File: src/rtl/ddr_mon_pkg.sv
package ddr_mon_pkg;

    localparam int AGE_W       = 8;
    localparam int BANK_W      = 2;
    localparam int NUM_BANKS   = 1 << BANK_W;
    localparam int NUM_RULES   = 10;
    localparam int NUM_CMD_RULES = 8;

    localparam int RULE_WR2PRE = 0;
    localparam int RULE_RD2PRE = 1;
    localparam int RULE_WR2RD  = 2;
    localparam int RULE_RD2WR  = 3;
    localparam int RULE_BST2WR = 4;
    localparam int RULE_MRS    = 5;
    localparam int RULE_SRX_CMD = 6;
    localparam int RULE_SRX_RD = 7;
    localparam int RULE_CKE_HOLD = 8;
    localparam int RULE_PD_EXIT = 9;

    // Indices of the bank-independent history counters
    localparam int HIST_WR  = 0;
    localparam int HIST_RD  = 1;
    localparam int HIST_BST = 2;
    localparam int HIST_MRS = 3;
    localparam int NUM_HIST = 4;

    typedef logic [AGE_W-1:0] age_t;

    typedef enum logic [2:0] {
        CMD_NOP, CMD_ACT, CMD_RD, CMD_WR, CMD_PRE, CMD_REF, CMD_MRS, CMD_BST
    } ddr_cmd_e;

    typedef struct packed {
        ddr_cmd_e           op;
        logic [BANK_W-1:0]  bank;
        logic               ap;
        logic               valid;
        logic               sr_entry;
    } cmd_t;

    function automatic age_t half_burst(input logic [1:0] bl_code);
        case (bl_code)
            2'd0:    return age_t'(1);
            2'd1:    return age_t'(2);
            default: return age_t'(4);
        endcase
    endfunction

    function automatic age_t min_wr2pre(input logic [1:0] bl_code);
        return age_t'(3) + half_burst(bl_code);
    endfunction

    function automatic age_t min_wr2rd(input logic [1:0] bl_code);
        return age_t'(2) + half_burst(bl_code);
    endfunction

    function automatic age_t min_rd2wr(input logic [1:0] bl_code, input logic cl_half);
        return age_t'(2) + half_burst(bl_code) + age_t'(cl_half);
    endfunction

    function automatic age_t min_bst2wr(input logic cl_half);
        return age_t'(2) + age_t'(cl_half);
    endfunction

endpackage

File: src/rtl/ddr_age_ctr.sv
module ddr_age_ctr #(
    parameter int W = 8
) (
    input  logic         clk,
    input  logic         rst,
    input  logic         load,
    output logic [W-1:0] age
);
    localparam logic [W-1:0] SAT = '1;

    // Saturated means "long ago": no spacing rule can fire against it.
    always_ff @(posedge clk) begin
        if (rst)              age <= SAT;
        else if (load)        age <= W'(1);
        else if (age != SAT)  age <= age + W'(1);
    end


    age_restart_chk: assert property (@(posedge clk) disable iff (rst)
        load |=> (age == W'(1)));


    age_advance_chk: assert property (@(posedge clk) disable iff (rst)
        (!load && age != SAT) |=> (age == $past(age) + W'(1)));

endmodule

File: src/rtl/ddr_cmd_decode.sv
module ddr_cmd_decode
    import ddr_mon_pkg::*;
(
    input  logic sel_n,
    input  logic rstb_n,
    input  logic cstb_n,
    input  logic wen_n,
    input  logic clk_en,
    input  logic bsel_hi,
    input  logic bsel_lo,
    input  logic ap_bit,
    output cmd_t cmd
);
    ddr_cmd_e raw_op;

    always_comb begin
        case ({rstb_n, cstb_n, wen_n})
            3'b011:  raw_op = CMD_ACT;
            3'b101:  raw_op = CMD_RD;
            3'b100:  raw_op = CMD_WR;
            3'b010:  raw_op = CMD_PRE;
            3'b001:  raw_op = CMD_REF;
            3'b000:  raw_op = CMD_MRS;
            3'b110:  raw_op = CMD_BST;
            default: raw_op = CMD_NOP;
        endcase
    end

    always_comb begin
        cmd.op       = sel_n ? CMD_NOP : raw_op;
        cmd.bank     = {bsel_hi, bsel_lo};
        cmd.ap       = ap_bit;
        cmd.valid    = !sel_n && clk_en && (raw_op != CMD_NOP);
        cmd.sr_entry = !sel_n && !clk_en && (raw_op == CMD_REF);
    end

endmodule

File: src/rtl/ddr_bank_track.sv
module ddr_bank_track
    import ddr_mon_pkg::*;
#(
    parameter int NB = NUM_BANKS
) (
    input  logic          clk,
    input  logic          rst,
    input  cmd_t          cmd,
    output logic [NB-1:0] bank_open,
    output age_t          wr_age [NB],
    output age_t          rd_age [NB]
);
    for (genvar b = 0; b < NB; b++) begin : g_bank
        logic hit;
        logic open_r;
        logic closes;

        assign hit    = cmd.valid && (cmd.bank == BANK_W'(b));
        assign closes = (cmd.valid && cmd.op == CMD_PRE && (cmd.ap || hit))
                     || (hit && cmd.ap && (cmd.op == CMD_RD || cmd.op == CMD_WR));

        ddr_age_ctr #(.W(AGE_W)) u_wr_age (
            .clk (clk),
            .rst (rst),
            .load(hit && cmd.op == CMD_WR),
            .age (wr_age[b])
        );

        ddr_age_ctr #(.W(AGE_W)) u_rd_age (
            .clk (clk),
            .rst (rst),
            .load(hit && cmd.op == CMD_RD),
            .age (rd_age[b])
        );

        always_ff @(posedge clk) begin
            if (rst)                          open_r <= 1'b0;
            else if (closes)                  open_r <= 1'b0;
            else if (hit && cmd.op == CMD_ACT) open_r <= 1'b1;
        end

        assign bank_open[b] = open_r;
    end


    pre_all_closes_chk: assert property (@(posedge clk) disable iff (rst)
        (cmd.valid && cmd.op == CMD_PRE && cmd.ap) |=> (bank_open == '0));

endmodule

File: src/rtl/ddr_pwr_track.sv
module ddr_pwr_track
    import ddr_mon_pkg::*;
(
    input  logic clk,
    input  logic rst,
    input  logic clk_en,
    input  logic sr_entry,
    output logic cke_short,
    output logic pd_exit,
    output age_t srx_age
);
    logic cke_d1;
    logic cke_d2;
    logic sr_q;

    always_ff @(posedge clk) begin
        if (rst) begin
            cke_d1 <= 1'b1;
            cke_d2 <= 1'b1;
            sr_q   <= 1'b0;
        end else begin
            cke_d1 <= clk_en;
            cke_d2 <= cke_d1;
            if (sr_entry)    sr_q <= 1'b1;
            else if (clk_en) sr_q <= 1'b0;
        end
    end

    assign cke_short = (clk_en != cke_d1) && (cke_d1 != cke_d2);
    assign pd_exit   = clk_en && !cke_d1;

    ddr_age_ctr #(.W(AGE_W)) u_srx_age (
        .clk (clk),
        .rst (rst),
        .load(sr_q && clk_en),
        .age (srx_age)
    );


    sr_entry_seen_chk: assert property (@(posedge clk) disable iff (rst)
        sr_entry |=> sr_q);

endmodule

File: src/rtl/ddr_cmd_timing_mon.sv
module ddr_cmd_timing_mon
    import ddr_mon_pkg::*;
#(
    parameter int SRX_CMD_MIN = 10,
    parameter int SRX_RD_MIN  = 200,
    parameter int MRS_MIN     = 2
) (
    input  logic                 clk,
    input  logic                 rst,
    input  logic                 sel_n,
    input  logic                 rstb_n,
    input  logic                 cstb_n,
    input  logic                 wen_n,
    input  logic                 clk_en,
    input  logic                 bsel_hi,
    input  logic                 bsel_lo,
    input  logic                 ap_bit,
    input  logic [1:0]           cfg_bl,
    input  logic                 cfg_cl_half,
    output logic [NUM_RULES-1:0] viol,
    output logic                 proto_err
);
    cmd_t                 cmd;
    logic [NUM_BANKS-1:0] bank_open;
    age_t                 wr_age [NUM_BANKS];
    age_t                 rd_age [NUM_BANKS];
    age_t                 hist_age [NUM_HIST];
    logic [NUM_HIST-1:0]  hist_load;
    logic                 cke_short;
    logic                 pd_exit;
    age_t                 srx_age;
    logic [NUM_RULES-1:0] viol_d;
    logic                 proto_d;

    ddr_cmd_decode u_decode (
        .sel_n  (sel_n),
        .rstb_n (rstb_n),
        .cstb_n (cstb_n),
        .wen_n  (wen_n),
        .clk_en (clk_en),
        .bsel_hi(bsel_hi),
        .bsel_lo(bsel_lo),
        .ap_bit (ap_bit),
        .cmd    (cmd)
    );

    ddr_bank_track #(.NB(NUM_BANKS)) u_banks (
        .clk      (clk),
        .rst      (rst),
        .cmd      (cmd),
        .bank_open(bank_open),
        .wr_age   (wr_age),
        .rd_age   (rd_age)
    );

    ddr_pwr_track u_pwr (
        .clk      (clk),
        .rst      (rst),
        .clk_en   (clk_en),
        .sr_entry (cmd.sr_entry),
        .cke_short(cke_short),
        .pd_exit  (pd_exit),
        .srx_age  (srx_age)
    );

    assign hist_load[HIST_WR]  = cmd.valid && cmd.op == CMD_WR;
    assign hist_load[HIST_RD]  = cmd.valid && cmd.op == CMD_RD;
    assign hist_load[HIST_BST] = cmd.valid && cmd.op == CMD_BST;
    assign hist_load[HIST_MRS] = cmd.valid && cmd.op == CMD_MRS;

    for (genvar h = 0; h < NUM_HIST; h++) begin : g_hist
        ddr_age_ctr #(.W(AGE_W)) u_age (
            .clk (clk),
            .rst (rst),
            .load(hist_load[h]),
            .age (hist_age[h])
        );
    end

    age_t lim_wr2pre, lim_rd2pre, lim_wr2rd, lim_rd2wr, lim_bst2wr;

    always_comb begin
        lim_wr2pre = min_wr2pre(cfg_bl);
        lim_rd2pre = half_burst(cfg_bl);
        lim_wr2rd  = min_wr2rd(cfg_bl);
        lim_rd2wr  = min_rd2wr(cfg_bl, cfg_cl_half);
        lim_bst2wr = min_bst2wr(cfg_cl_half);
    end

    always_comb begin
        viol_d  = '0;
        proto_d = 1'b0;
        if (cmd.valid) begin
            case (cmd.op)
                CMD_ACT: begin
                    if (bank_open[cmd.bank])                 proto_d = 1'b1;
                    if (hist_age[HIST_MRS] < age_t'(MRS_MIN)) viol_d[RULE_MRS] = 1'b1;
                end
                CMD_RD: begin
                    if (!bank_open[cmd.bank])               proto_d = 1'b1;
                    if (hist_age[HIST_WR] < lim_wr2rd)      viol_d[RULE_WR2RD] = 1'b1;
                end
                CMD_WR: begin
                    if (!bank_open[cmd.bank])               proto_d = 1'b1;
                    if (hist_age[HIST_RD] < lim_rd2wr)      viol_d[RULE_RD2WR] = 1'b1;
                    if (hist_age[HIST_BST] < lim_bst2wr)    viol_d[RULE_BST2WR] = 1'b1;
                end
                CMD_PRE: begin
                    for (int b = 0; b < NUM_BANKS; b++) begin
                        if (cmd.ap || cmd.bank == BANK_W'(b)) begin
                            if (wr_age[b] < lim_wr2pre) viol_d[RULE_WR2PRE] = 1'b1;
                            if (rd_age[b] < lim_rd2pre) viol_d[RULE_RD2PRE] = 1'b1;
                        end
                    end
                end
                CMD_MRS: begin
                    if (hist_age[HIST_MRS] < age_t'(MRS_MIN)) viol_d[RULE_MRS] = 1'b1;
                end
                default: ;
            endcase

            if (cmd.op == CMD_RD) begin
                if (srx_age < age_t'(SRX_RD_MIN))  viol_d[RULE_SRX_RD] = 1'b1;
            end else begin
                if (srx_age < age_t'(SRX_CMD_MIN)) viol_d[RULE_SRX_CMD] = 1'b1;
            end

            if (pd_exit) viol_d[RULE_PD_EXIT] = 1'b1;
        end
        if (cke_short) viol_d[RULE_CKE_HOLD] = 1'b1;
    end

    always_ff @(posedge clk) begin
        if (rst) begin
            viol      <= '0;
            proto_err <= 1'b0;
        end else begin
            viol      <= viol_d;
            proto_err <= proto_d;
        end
    end


    flags_clear_after_reset_chk: assert property (@(posedge clk)
        rst |=> (viol == '0 && !proto_err));


    deselect_quiet_chk: assert property (@(posedge clk) disable iff (rst)
        $past(sel_n) |-> (viol[NUM_CMD_RULES-1:0] == '0 && !proto_err));


    rd2pre_short_burst_chk: assert property (@(posedge clk) disable iff (rst)
        viol[RULE_RD2PRE] |-> ($past(cfg_bl) != 2'd0));

endmodule

File: config.mk
export PLATFORM = sky130hd
export DESIGN_NAME = ddr_cmd_timing_mon
export DESIGN_NICKNAME = d
export VERILOG_FILES = /design/src/rtl/ddr_mon_pkg.sv /design/src/rtl/ddr_age_ctr.sv /design/src/rtl/ddr_cmd_decode.sv /design/src/rtl/ddr_bank_track.sv /design/src/rtl/ddr_pwr_track.sv /design/src/rtl/ddr_cmd_timing_mon.sv
export SDC_FILE = /design/constraint.sdc
export NUM_CORES = 1
export LEC_CHECK = 0
export BUFFER_PORTS_ARGS = -buffer_cell sky130_fd_sc_hd__buf_2
export CORE_UTILIZATION = 56
export CTS_BUF_LIST = sky130_fd_sc_hd__clkbuf_16
export CTS_CLUSTER_SIZE = 14
export DETAILED_ROUTE_END_ITERATION = 8
export PLACE_DENSITY = 0.79
export SYNTH_ARGS = -nofsm -noshare
export SYNTH_HDL_FRONTEND = slang
export SYNTH_SLANG_ARGS = --single-unit
File: constraint.sdc
create_clock -name clk -period 1.98 [get_ports clk]
set_clock_uncertainty 0.2 [all_clocks]
set_input_delay 0.099 -clock clk [delete_from_list [all_inputs] [get_ports clk]]
set_output_delay 0.099 -clock clk [all_outputs]
set_load 0.05 [all_outputs]
**Word-level counts from Yosys, hierarchy flattened**

Index checks and enable logic that the tools add are counted.

- Bits in registers: 122
- Latch bits: 0
- Memory bits (writable): 0
- Memory bits (read-only): 0
- Input bits: 13
- Logic and storage cells: 265
- Memories kept: 0

- Add/subtract/negate cells: 17
- Multiply operators: 0
- Divide/modulo/power cells: 0
- Order comparisons: 15
- Equality and inequality tests: 32
- Shifts and indexed selects: 0
- Mux-type cells: 56
- Bitwise operators: 5
- Reductions and logical operators: 99

Operators by type and width:

| operator | number |
|---|---|
| 2-to-1 mux 8 bit | 26 |
| adder 8 x 1 -> 8 bit, second input constant | 13 |
| != test 8 bit, second input constant | 13 |
| less-than comparator 8 bit | 10 |
| logical AND 1 bit | 40 |
| OR reduction 2 bit | 20 |
| nonzero test 2 bit | 14 |
| equality test 3 bit, second input constant | 7 |
| 2-to-1 mux 1 bit | 21 |
| one-hot mux 3 bit (7 select lines) | 1 |
| adder 2 x 8 -> 8 bit, first input constant | 2 |
| OR reduction 3 bit | 5 |
| logical OR 1 bit | 13 |
| equality test 3 x 2 -> 1 bit, second input constant | 4 |
| adder 8 x 1 -> 8 bit | 1 |
| less-than comparator 8 x 2 -> 1 bit, second input constant | 1 |
| less-than comparator 8 x 3 -> 1 bit | 1 |
| less-than comparator 8 x 4 -> 1 bit, second input constant | 1 |
| less-than comparator 8 bit, second input constant | 1 |
| 2-to-1 mux 2 bit | 4 |
| equality test 3 x 1 -> 1 bit, second input constant | 2 |
| one-hot mux 3 bit (2 select lines) | 1 |
| NOT 1 bit | 5 |
| equality test 2 x 1 -> 1 bit, second input constant | 2 |
| other kinds (11) | 16 |

**Depth between registers and ports, before layout**

Gate-level depths: netlist (run 1).

- Depth in word-level cells: 12
- Gate-level depth with buffers: 9
- Depth with buffers taken out: 8

**By module**

From an unflattened synthesis (run 1), not the netlist that was laid out.

- Cell total of the unflattened synthesis: 810
- Area total of the unflattened synthesis: 7135.6 µm²

By module, submodules not included:

| module | times used | cells each | area each (µm²) | seq. area each (µm²) |
|---|---|---|---|---|
| ddr_age_ctr | 13 | 45 | 405.4 | 160.2 |
| ddr_cmd_timing_mon | 1 | 149 | 1228.7 | 220.2 |
| ddr_bank_track | 1 | 48 | 420.4 | 80.1 |
| ddr_pwr_track | 1 | 13 | 122.6 | 60.1 |
| ddr_cmd_decode | 1 | 15 | 93.8 | 0.0 |

**Worst setup path after synthesis (run 1)**

Ideal clock, no wire load.

- Path type: input-to-reg
- Start: input cfg_bl[1]
- End: register viol[3]
- Data arrival time: 1.700 ns
- Setup slack: 0.010 ns
- Stages on the path: 9
- Buffers on the path: 1
- Cell sequence: clkbuf_1 -> nor2_1 -> ha_1 -> ha_1 -> inv_1 -> ha_1 -> a21o_1 -> a21o_1 -> a21oi_1

- Word-level cells in the longest chain between the ends: 6
- Elaborated cells between the ends (all ways): 7

Ends and longest elaborated chain:

| item | line | RTL |
|---|---|---|
| start, declared | ddr_cmd_timing_mon.sv:18 | `input logic [1:0] cfg_bl,` |
| equality test 2 x 1 -> 1 bit or logical NOT 2 bit (tied branches) | ddr_mon_pkg.sv:42 | `case (bl_code)` |
| one-hot mux 3 bit (2 select lines) (*) | ddr_mon_pkg.sv:42 |  |
| adder 2 x 8 -> 8 bit (*) | ddr_mon_pkg.sv:58 | `return age_t'(2) + half_burst(bl_code) + age_t'(cl_half);` |
| adder 8 x 1 -> 8 bit (*) | ddr_mon_pkg.sv:58 |  |
| less-than comparator 8 bit (*) | ddr_cmd_timing_mon.sv:105 | `if (hist_age[HIST_RD] < lim_rd2wr) viol_d[RULE_RD2WR] = 1'b1;` |
| 2-to-1 mux 1 bit (*) | ddr_cmd_timing_mon.sv:105 |  |
| end signal, assigned | ddr_cmd_timing_mon.sv:138 | `viol <= viol_d;` |
| end, declared | ddr_cmd_timing_mon.sv:20 | `output logic [NUM_RULES-1:0] viol,` |

Every way passes the cells marked *; elsewhere a longest branch is shown, timed or not.
A chain may end at the register's enable or synchronous reset.

**Worst setup path after layout (run 1)**

- Start: input cstb_n
- End: register viol[5]

- Word-level cells in the longest chain between the ends: 7
- Elaborated cells between the ends (all ways): 17

Ends and longest elaborated chain:

| item | line | RTL |
|---|---|---|
| start, declared | ddr_cmd_timing_mon.sv:12 | `input logic cstb_n,` |
| equality test 3 bit, or another cell as far along | ddr_cmd_decode.sv:17 | `case ({rstb_n, cstb_n, wen_n})` |
| one-hot mux 3 bit (7 select lines) (*) | ddr_cmd_decode.sv:17 |  |
| 2-to-1 mux 3 bit | ddr_cmd_decode.sv:30 | `cmd.op = sel_n ? CMD_NOP : raw_op;` |
| equality test 3 bit or equality test 3 x 1 -> 1 bit (tied branches) | ddr_cmd_timing_mon.sv:94 | `case (cmd.op)` |
| OR reduction 2 bit (no line) | n/a |  |
| NOT 1 bit (no line) | n/a |  |
| OR reduction 3 bit (no line) (*) | n/a |  |

Marks and branches as above.

==> reports/metrics.csv, run 1 <==
stage,metric,value,unit
clock_network,clockBufferDepth,2,
sta,setup_tns,0,ns
sta,min_period,1.93,ns
worst_hold_path,min_to,viol[1]$_SDFF_PP0_,
sta,maxSlewViolCount,0,
drt,dr.pass1.iters,5,
global_route,grt_use_total,0.272,
clock_network,cts_root_buffer,clkbuf_16,
synth,seq_area_frac_synth,0.395,
clock_network,numCtsBuffers,17,
worst_setup_path,startpoint_type,input port,
worst_setup_path,r2r-end,u_banks.g_bank[1].u_wr_age.age[0]$_SDFFE_PP1N_,
cells_and_area,area.growth.synth_to_final,17.9,%
sta,worst_slack,0.0522,ns
worst_setup_path,reg2reg_slack,0.06,ns
sta,whs,0.0530,ns
worst_setup_path,rr_startpoint,u_banks.g_bank[1].u_wr_age.age[0]$_SDFFE_PP1N_,
synth,syn_area_per_cell,8.73,um^2
synth,synth_cell_types,58,
worst_setup_path,critPathRequiredTime,2.14,ns
pwr,max-vdd-ir-drop,0.924,mV
global_route,grt_pass1_vias,5349,
synth,syn_area,0.00618,mm^2
worst_setup_path,path_max_fanout,9,
synth,synthCells,708,
floorplanning,initial_core_util,0.573,
drt,drc_errors,0,
worst_setup_path,setup.worst_path.end_class,flip-flop,
sta,finalSetupViolCount,0,
floorplanning,coreArea,0.0108,mm^2
worst_setup_path,r2r_cells,5,
global_route,grt_max_degree,68,
sta,fin_crit_sh,0.974,
outcome,status,"finished, final reports clean",
pwr,total_power,12.1,mW
worst_hold_path,hold_depth,4,
cells_and_area,fin_nets,812,
synth,synthFlopType,dfxtp_1,
clock_network,cts.sinks,122,
placed_design,pre_cts_slack,0.00326,ns
worst_setup_path,crit_arrival,2.09,ns
clock_network,h-tree-depth,4,
clock_network,clk_latency,0.42,ns
synth,async_flop_share,0,
drt,postRouteAntennaNets,0,
synth,synth_edf_count,0,
placed_design,port_buffers,23,
drt,dr.first_iter.drc_count,309,
worst_setup_path,critPathKind,input port to flip-flop,
global_route,antenna_found_initial,0,
drt,num_vias,5607,
floorplanning,dieArea,0.0115,mm^2
floorplanning,design.portCount,24,
flow_run,maxCapViolCount,0,
floorplanning,rows,38,
clock_network,cts.clk_slew.worst_paths,0.06,ns
synth,ys_ff_latch,122,
synth,synth_warnings,0,
placed_design,globalplace.congestion,0.860,
cells_and_area,antenna_cells,0,
pwr,leakage,3.11,nW
cells_and_area,drive_above_1_share,0.126,
cells_and_area,fin_util,0.676,
sta,fmax,519,MHz
placed_design,hpwl,9760,um
pwr,p_per_area,1660,mW/mm^2
floorplanning,die_h,107,um
worst_hold_path,min_from,cfg_bl[0],
drt,wl_per_cell,16.0,um
drt,drt-total-wl,14700,um
clock_network,cts_tree,done,
worst_hold_path,hp-class,input port to flip-flop,
synth,syn-num-nets,755,
global_route,grt_pass1_wl,24400,um
sta,hold_violations,0,
global_route,grt-ovfl-total,0,
drt,via_per_inst,6.11,
floorplanning,die_w,107,um
[routing by layer]
| layer | track usage | share of wire |
|---|---|---|
| met5 | 0 | 0 |
| met4 | 0.147 | 0.032 |
| met3 | 0.0693 | 0.046 |
| met2 | 0.456 | 0.49 |
| met1 | 0.318 | 0.43 |
[cell type report]
type	count	area [um^2]
Clock buffer	17	425
Clock inverter	15	120
Fill cell	817	3500
Inverter	10	37.5
Multi-Input combinational cell	552	3630
Sequential cell	122	2450
Tap cell	140	175
Timing Repair Buffer	62	455
[layout by cell type (no fill, tap or decap), drive strengths merged, types with 11 or more instances in the layout]
cell type    count
dfxtp          122
mux2i           26
buf             48
or3             15
nor2            39
nand2           32
clkbuf          17
inv             15
and3            24
xnor2           12
o21ai          127
nand4           23
dlygate4sd3     14
ha              34
xor2            31
nor3            15
nor4            11
and2            12
nand3           51
nand2b          13
[worst max path at each step]
stage | start | endpoint | slack (ns) | cells past startpoint
2_1_floorplan | cfg_bl[1] | viol[3]$_SDFF_PP0_ | 0.01 | 9
3_3_place_gp | u_banks.g_bank[2].u_wr_age.age[0]$_SDFFE_PP1N_ | u_banks.g_bank[2].u_wr_age.age[0]$_SDFFE_PP1N_ | 0.07 | 5
3_5_place_dp | u_banks.g_bank[2].u_wr_age.age[0]$_SDFFE_PP1N_ | u_banks.g_bank[2].u_wr_age.age[0]$_SDFFE_PP1N_ | 0.003 | 5
4_1_cts | cstb_n | u_banks.g_bank[0].u_wr_age.age[7]$_SDFFE_PP1P_ | 0.01 | 7
5_1_grt | u_banks.g_bank[0].u_rd_age.age[0]$_SDFFE_PP1N_ | u_banks.g_bank[0].u_rd_age.age[4]$_SDFFE_PP1P_ | -0.005 | 7
6_report | cstb_n | viol[5]$_SDFF_PP0_ | 0.05 | 5
[Yosys cell counts (8+ instances only)]
| library cell | number | area [um^2] |
|---|---|---|
| or4_1 | 8 | 60.1 |
| o31ai_1 | 9 | 67.6 |
| inv_1 | 9 | 33.8 |
| nand4_1 | 23 | 144 |
| nor4_1 | 11 | 68.8 |
| clkbuf_1 | 15 | 56.3 |
| nand2_1 | 32 | 120 |
| nand3_1 | 50 | 250 |
| a21oi_1 | 10 | 50.1 |
| and3_1 | 23 | 144 |
| ha_1 | 34 | 425 |
| nor3_1 | 14 | 70.1 |
| nor2_1 | 38 | 143 |
| a31oi_1 | 8 | 50.1 |
| and4_1 | 9 | 78.8 |
| and2_1 | 11 | 68.8 |
| o21ai_0 | 127 | 636 |
| xor2_1 | 31 | 272 |
| xnor2_1 | 12 | 105 |
| mux2i_1 | 26 | 260 |
| dfxtp_1 | 122 | 2440 |
| or3_1 | 15 | 93.8 |
| nand2b_1 | 13 | 81.3 |
[cells by family after synthesis]
family | after synthesis | synth area share
multiplexers | 31 | 0.0530
AND/OR/NAND/NOR | 272 | 0.246
XOR/XNOR | 43 | 0.0609
adder cells (fa/ha/maj) | 34 | 0.0688
buffers and inverters | 34 | 0.0237
AO/OA/AOI/OAI | 171 | 0.152
flip-flops | 122 | 0.395
other | 1 | 0.000606
[through the flow]
step                std cells  area, um^2
detailed placement        869        6540
global route              918        7290
floorplan                 708        6180
finish                    918        7290
global placement          869        6540
CTS                       918        7250
[state kept, by name, summed over array words and instances, names as in the netlist]
name                         flops
u_banks.g_bank.open_r            4
g_hist.u_age.age                32
u_pwr.cke_d1                     1
u_pwr.sr_q                       1
viol                            10
u_pwr.u_srx_age.age              8
u_banks.g_bank.u_rd_age.age     32
proto_err                        1
u_pwr.cke_d2                     1
u_banks.g_bank.u_wr_age.age     32
[where the power goes]
part / leakage, nW / switching (mW) / internal, mW
Sequential: 1.01 / 0.965 / 3.29
Combinational: 1.83 / 2.50 / 2.50
Clock: 0.281 / 1.06 / 1.80
[worst max-delay path: stages]
cell and delay, ns:
dlygate4sd3_1 0.55, buf_2 0.19, dlygate4sd3_1 0.62, a311oi_2 0.39
and4_1 0.24
[timing repair]
| item | 4_1_cts | 5_1_grt |
|---|---|---|
| pin swaps | 1 | 2 |
| gates cloned | 0 | 0 |
| hold buffers | 14 | 0 |
| hold endpoints to repair | 28 | 0 |
| resized for setup | 0 | 12 |
| buffers inserted | 3 | 0 |
| endpoints found under the setup margin | 1 | 42 |
Power figures use the tool's default switching activity.
==> run 2: changes to the inputs <==
CORE_UTILIZATION = 60   (was 56)
PLACE_DENSITY = 0.81   (was 0.79)
clock period = 1.9 ns   (was 1.98 ns; I/O delays follow)
==> reports/metrics.csv, run 2 (synthesis results as in run 1) <==
stage,metric,value,unit,change
outcome,status,"finished, final reports clean",,
pwr,p_clk_frac,0.236,,about the same
worst_setup_path,critPathKind,input port to flip-flop,,
worst_hold_path,min_to,viol[6]$_SDFF_PP0_,,
flow_run,maxCapViolCount,0,,unchanged
pwr,max-vdd-ir-drop,1.37,mV,+49%
worst_setup_path,setup.worst_path.end_class,flip-flop,,
clock_network,cts_tree,done,,
worst_setup_path,r2r_cells,7,,+2
worst_setup_path,reg2reg_slack,0.05,ns,about the same
clock_network,h-tree-depth,4,,unchanged
sta,fin_crit_sh,0.977,,
worst_setup_path,r2r-end,u_banks.g_bank[1].u_wr_age.age[5]$_SDFFE_PP1P_,,
floorplanning,dieArea,0.0107,mm^2,-6.5%
drt,drt-total-wl,15200,um,+3.6%
placed_design,hpwl,10000,um,+2.8%
sta,whs,0.0410,ns,-0.0119 ns
cells_and_area,area.growth.synth_to_final,20.6,%,
cells_and_area,antenna_cells,0,,unchanged
worst_hold_path,hp-class,input port to flip-flop,,
worst_setup_path,startpoint_type,input port,,
cells_and_area,mostFrequentLayoutCells,"125 x o21ai_0, 112 x dfxtp_1, 50 x nand3_1",,
drt,wl_per_cell,16.5,um,+3.0%
clock_network,cts_root_buffer,clkbuf_16,,
sta,tightest_slew,0.570,ns,
clock_network,numCtsBuffers,17,,unchanged
sta,fmax,539,MHz,
worst_setup_path,rr_startpoint,u_banks.g_bank[1].u_wr_age.age[1]$_SDFFE_PP1P_,,
drt,postRouteAntennaNets,0,,unchanged
cells_and_area,fin_util,0.756,,+0.0804
pwr,p_seq_frac,0.338,,-0.013
pwr,p_per_area,1780,mW/mm^2,+7.0%
clock_network,cts.sinks,122,,unchanged
global_route,antenna_found_initial,0,,unchanged
drt,dr.first_iter.drc_count,416,,+35%
drt,drc_errors,0,,unchanged
sta,maxSlewViolCount,0,,unchanged
worst_setup_path,critPathRequiredTime,1.99,ns,-0.15 ns
global_route,grt_use_total,0.293,,+0.0208
sta,hold_violations,0,,unchanged
cells_and_area,drive_above_1_share,0.162,,+0.0361
worst_hold_path,hold_depth,3,,-1
global_route,grt_pass1_wl,25400,um,+4.1%
placed_design,placed_cell_area,0.00662,mm^2,+1.2%
pwr,intPower,8.33,mW,+9.7%
pwr,leakage,3.17,nW,+1.7%
floorplanning,coreArea,0.00986,mm^2,-8.6%
sta,min_period,1.86,ns,
drt,via_per_inst,6.20,,+1.5%
global_route,grt_pass1_vias,5486,,+2.6%
clock_network,cts.clk_slew.worst_paths,0.06,ns,about the same
global_route,grt-ovfl-total,0,,unchanged
worst_setup_path,crit_arrival,1.95,ns,-0.14 ns
pwr,p_comb_frac,0.427,,+0.014
drt,num_vias,5724,,+2.1%
global_route,grt_max_degree,25,,-63%
pwr,p_sw_frac,0.372,,-0.00110
pwr,p_sw,4.94,mW,+9.2%
floorplanning,design.portCount,24,,unchanged
drt,dr.pass1.iters,8,,+3
cells_and_area,largest_registers,"g_hist.u_age.age (32), u_banks.g_bank.u_rd_age.age (32), u_banks.g_bank.u_wr_age.age (32)",,
cells_and_area,final_area,0.00746,mm^2,+2.3%
placed_design,globalplace.congestion,0.931,,+8.3%
cells_and_area,fin_nets,824,,+1.5%
floorplanning,die_h,104,um,-3.3%
worst_hold_path,min_from,rstb_n,,
floorplanning,initial_core_util,0.627,,+0.0539
clock_network,clk_latency,0.42,ns,about the same
sta,finalSetupViolCount,0,,unchanged
floorplanning,die_w,104,um,-3.3%
floorplanning,rows,36,,-5.3%
placed_design,port_buffers,23,,unchanged
worst_setup_path,path_max_fanout,8,,-1
cells_and_area,mostFrequentLayoutCell,o21ai_0,,
clock_network,clockBufferDepth,2,,unchanged
sta,slew_headroom,0.617,,
run 2: cell count changes in the layout (fill, tap and decap cells not counted), sizes merged:
cell         before  now
clkinvlp          2    0
dlygate4sd3      14   13
inv              15   13
clkinv            6    9
buf              48   61
bufinv            2    3
run 2: worst max-delay path by stage:
stage,slack [ns],end,start,depth (start not counted)
final,0.04,u_banks.g_bank[1].u_wr_age.age[6]$_SDFFE_PP1P_,clk_en,6
after global routing,-0.003,u_banks.g_bank[1].u_rd_age.age[3]$_SDFFE_PP1P_,u_banks.g_bank[1].u_rd_age.age[1]$_SDFFE_PP1P_,8
after CTS,0.004,u_banks.g_bank[0].u_rd_age.age[0]$_SDFFE_PP1N_,u_banks.g_bank[0].u_rd_age.age[1]$_SDFFE_PP1P_,5
after detailed placement,0.002,u_banks.g_bank[1].u_rd_age.age[0]$_SDFFE_PP1N_,u_banks.g_bank[1].u_rd_age.age[1]$_SDFFE_PP1P_,5
after global placement,0.09,u_banks.g_bank[1].u_wr_age.age[0]$_SDFFE_PP1N_,u_banks.g_bank[1].u_wr_age.age[0]$_SDFFE_PP1N_,5
after floorplan,0.02,u_banks.g_bank[1].u_wr_age.age[0]$_SDFFE_PP1N_,u_banks.g_bank[1].u_wr_age.age[1]$_SDFFE_PP1P_,6
run 2: cell type report:
cell class,instances,area (um^2)
fillers,674,2410
clock buffers,17,425
well taps,133,166
clock inverters,15,141
flip-flops and latches,122,2470
repair buffers,74,533
inverters,10,37.5
multi-input cells,552,3690
run 2: power groups by stage:
stage / combinational (mW) / clock [mW] / sequential, mW
floorplan: 4.12 / 0 / 4.20
global placement: 4.89 / 0 / 4.35
detailed placement: 5.19 / 0 / 4.41
CTS: 5.38 / 3.15 / 4.39
global route: 6.38 / 3.27 / 4.61
finish: 5.66 / 3.13 / 4.48
run 2: repair_timing:
item,4_1_cts,5_1_grt
hold endpoints to repair,21,0
pin swaps,0,8
setup buffers,3,3
setup endpoints to repair,3,46
hold buffers,13,0
resized for setup,2,32
run 2: per-stage QoR:
step	cells	setup WS, ns	TNS (ns)	power (mW)
final	923	0.0439	0	13.3
after global placement	873	0.0887	0	9.25
after CTS	921	0.00354	0	12.9
after global routing	923	-0.00294	-0.00500	14.3
after floorplan	708	0.0248	0	8.32
after detailed placement	873	0.00191	0	9.61
run 2: routing by layer:
layer	share of wire	GRT usage	wire, um	vias to the layer above
met1	0.43	0.362	6580	2719
li1	-	-	-	2756
met4	0.029	0.144	448	0
met2	0.48	0.480	7290	199
met5	0	0	0	-
met3	0.060	0.0680	917	50
run 2: critical path, cell delays in order:
cell and delay, ns:
dlygate4sd3_1 0.52, buf_2 0.15, nand2b_1 0.09, or3_1 0.57
nor2_2 0.38, o31ai_1 0.15
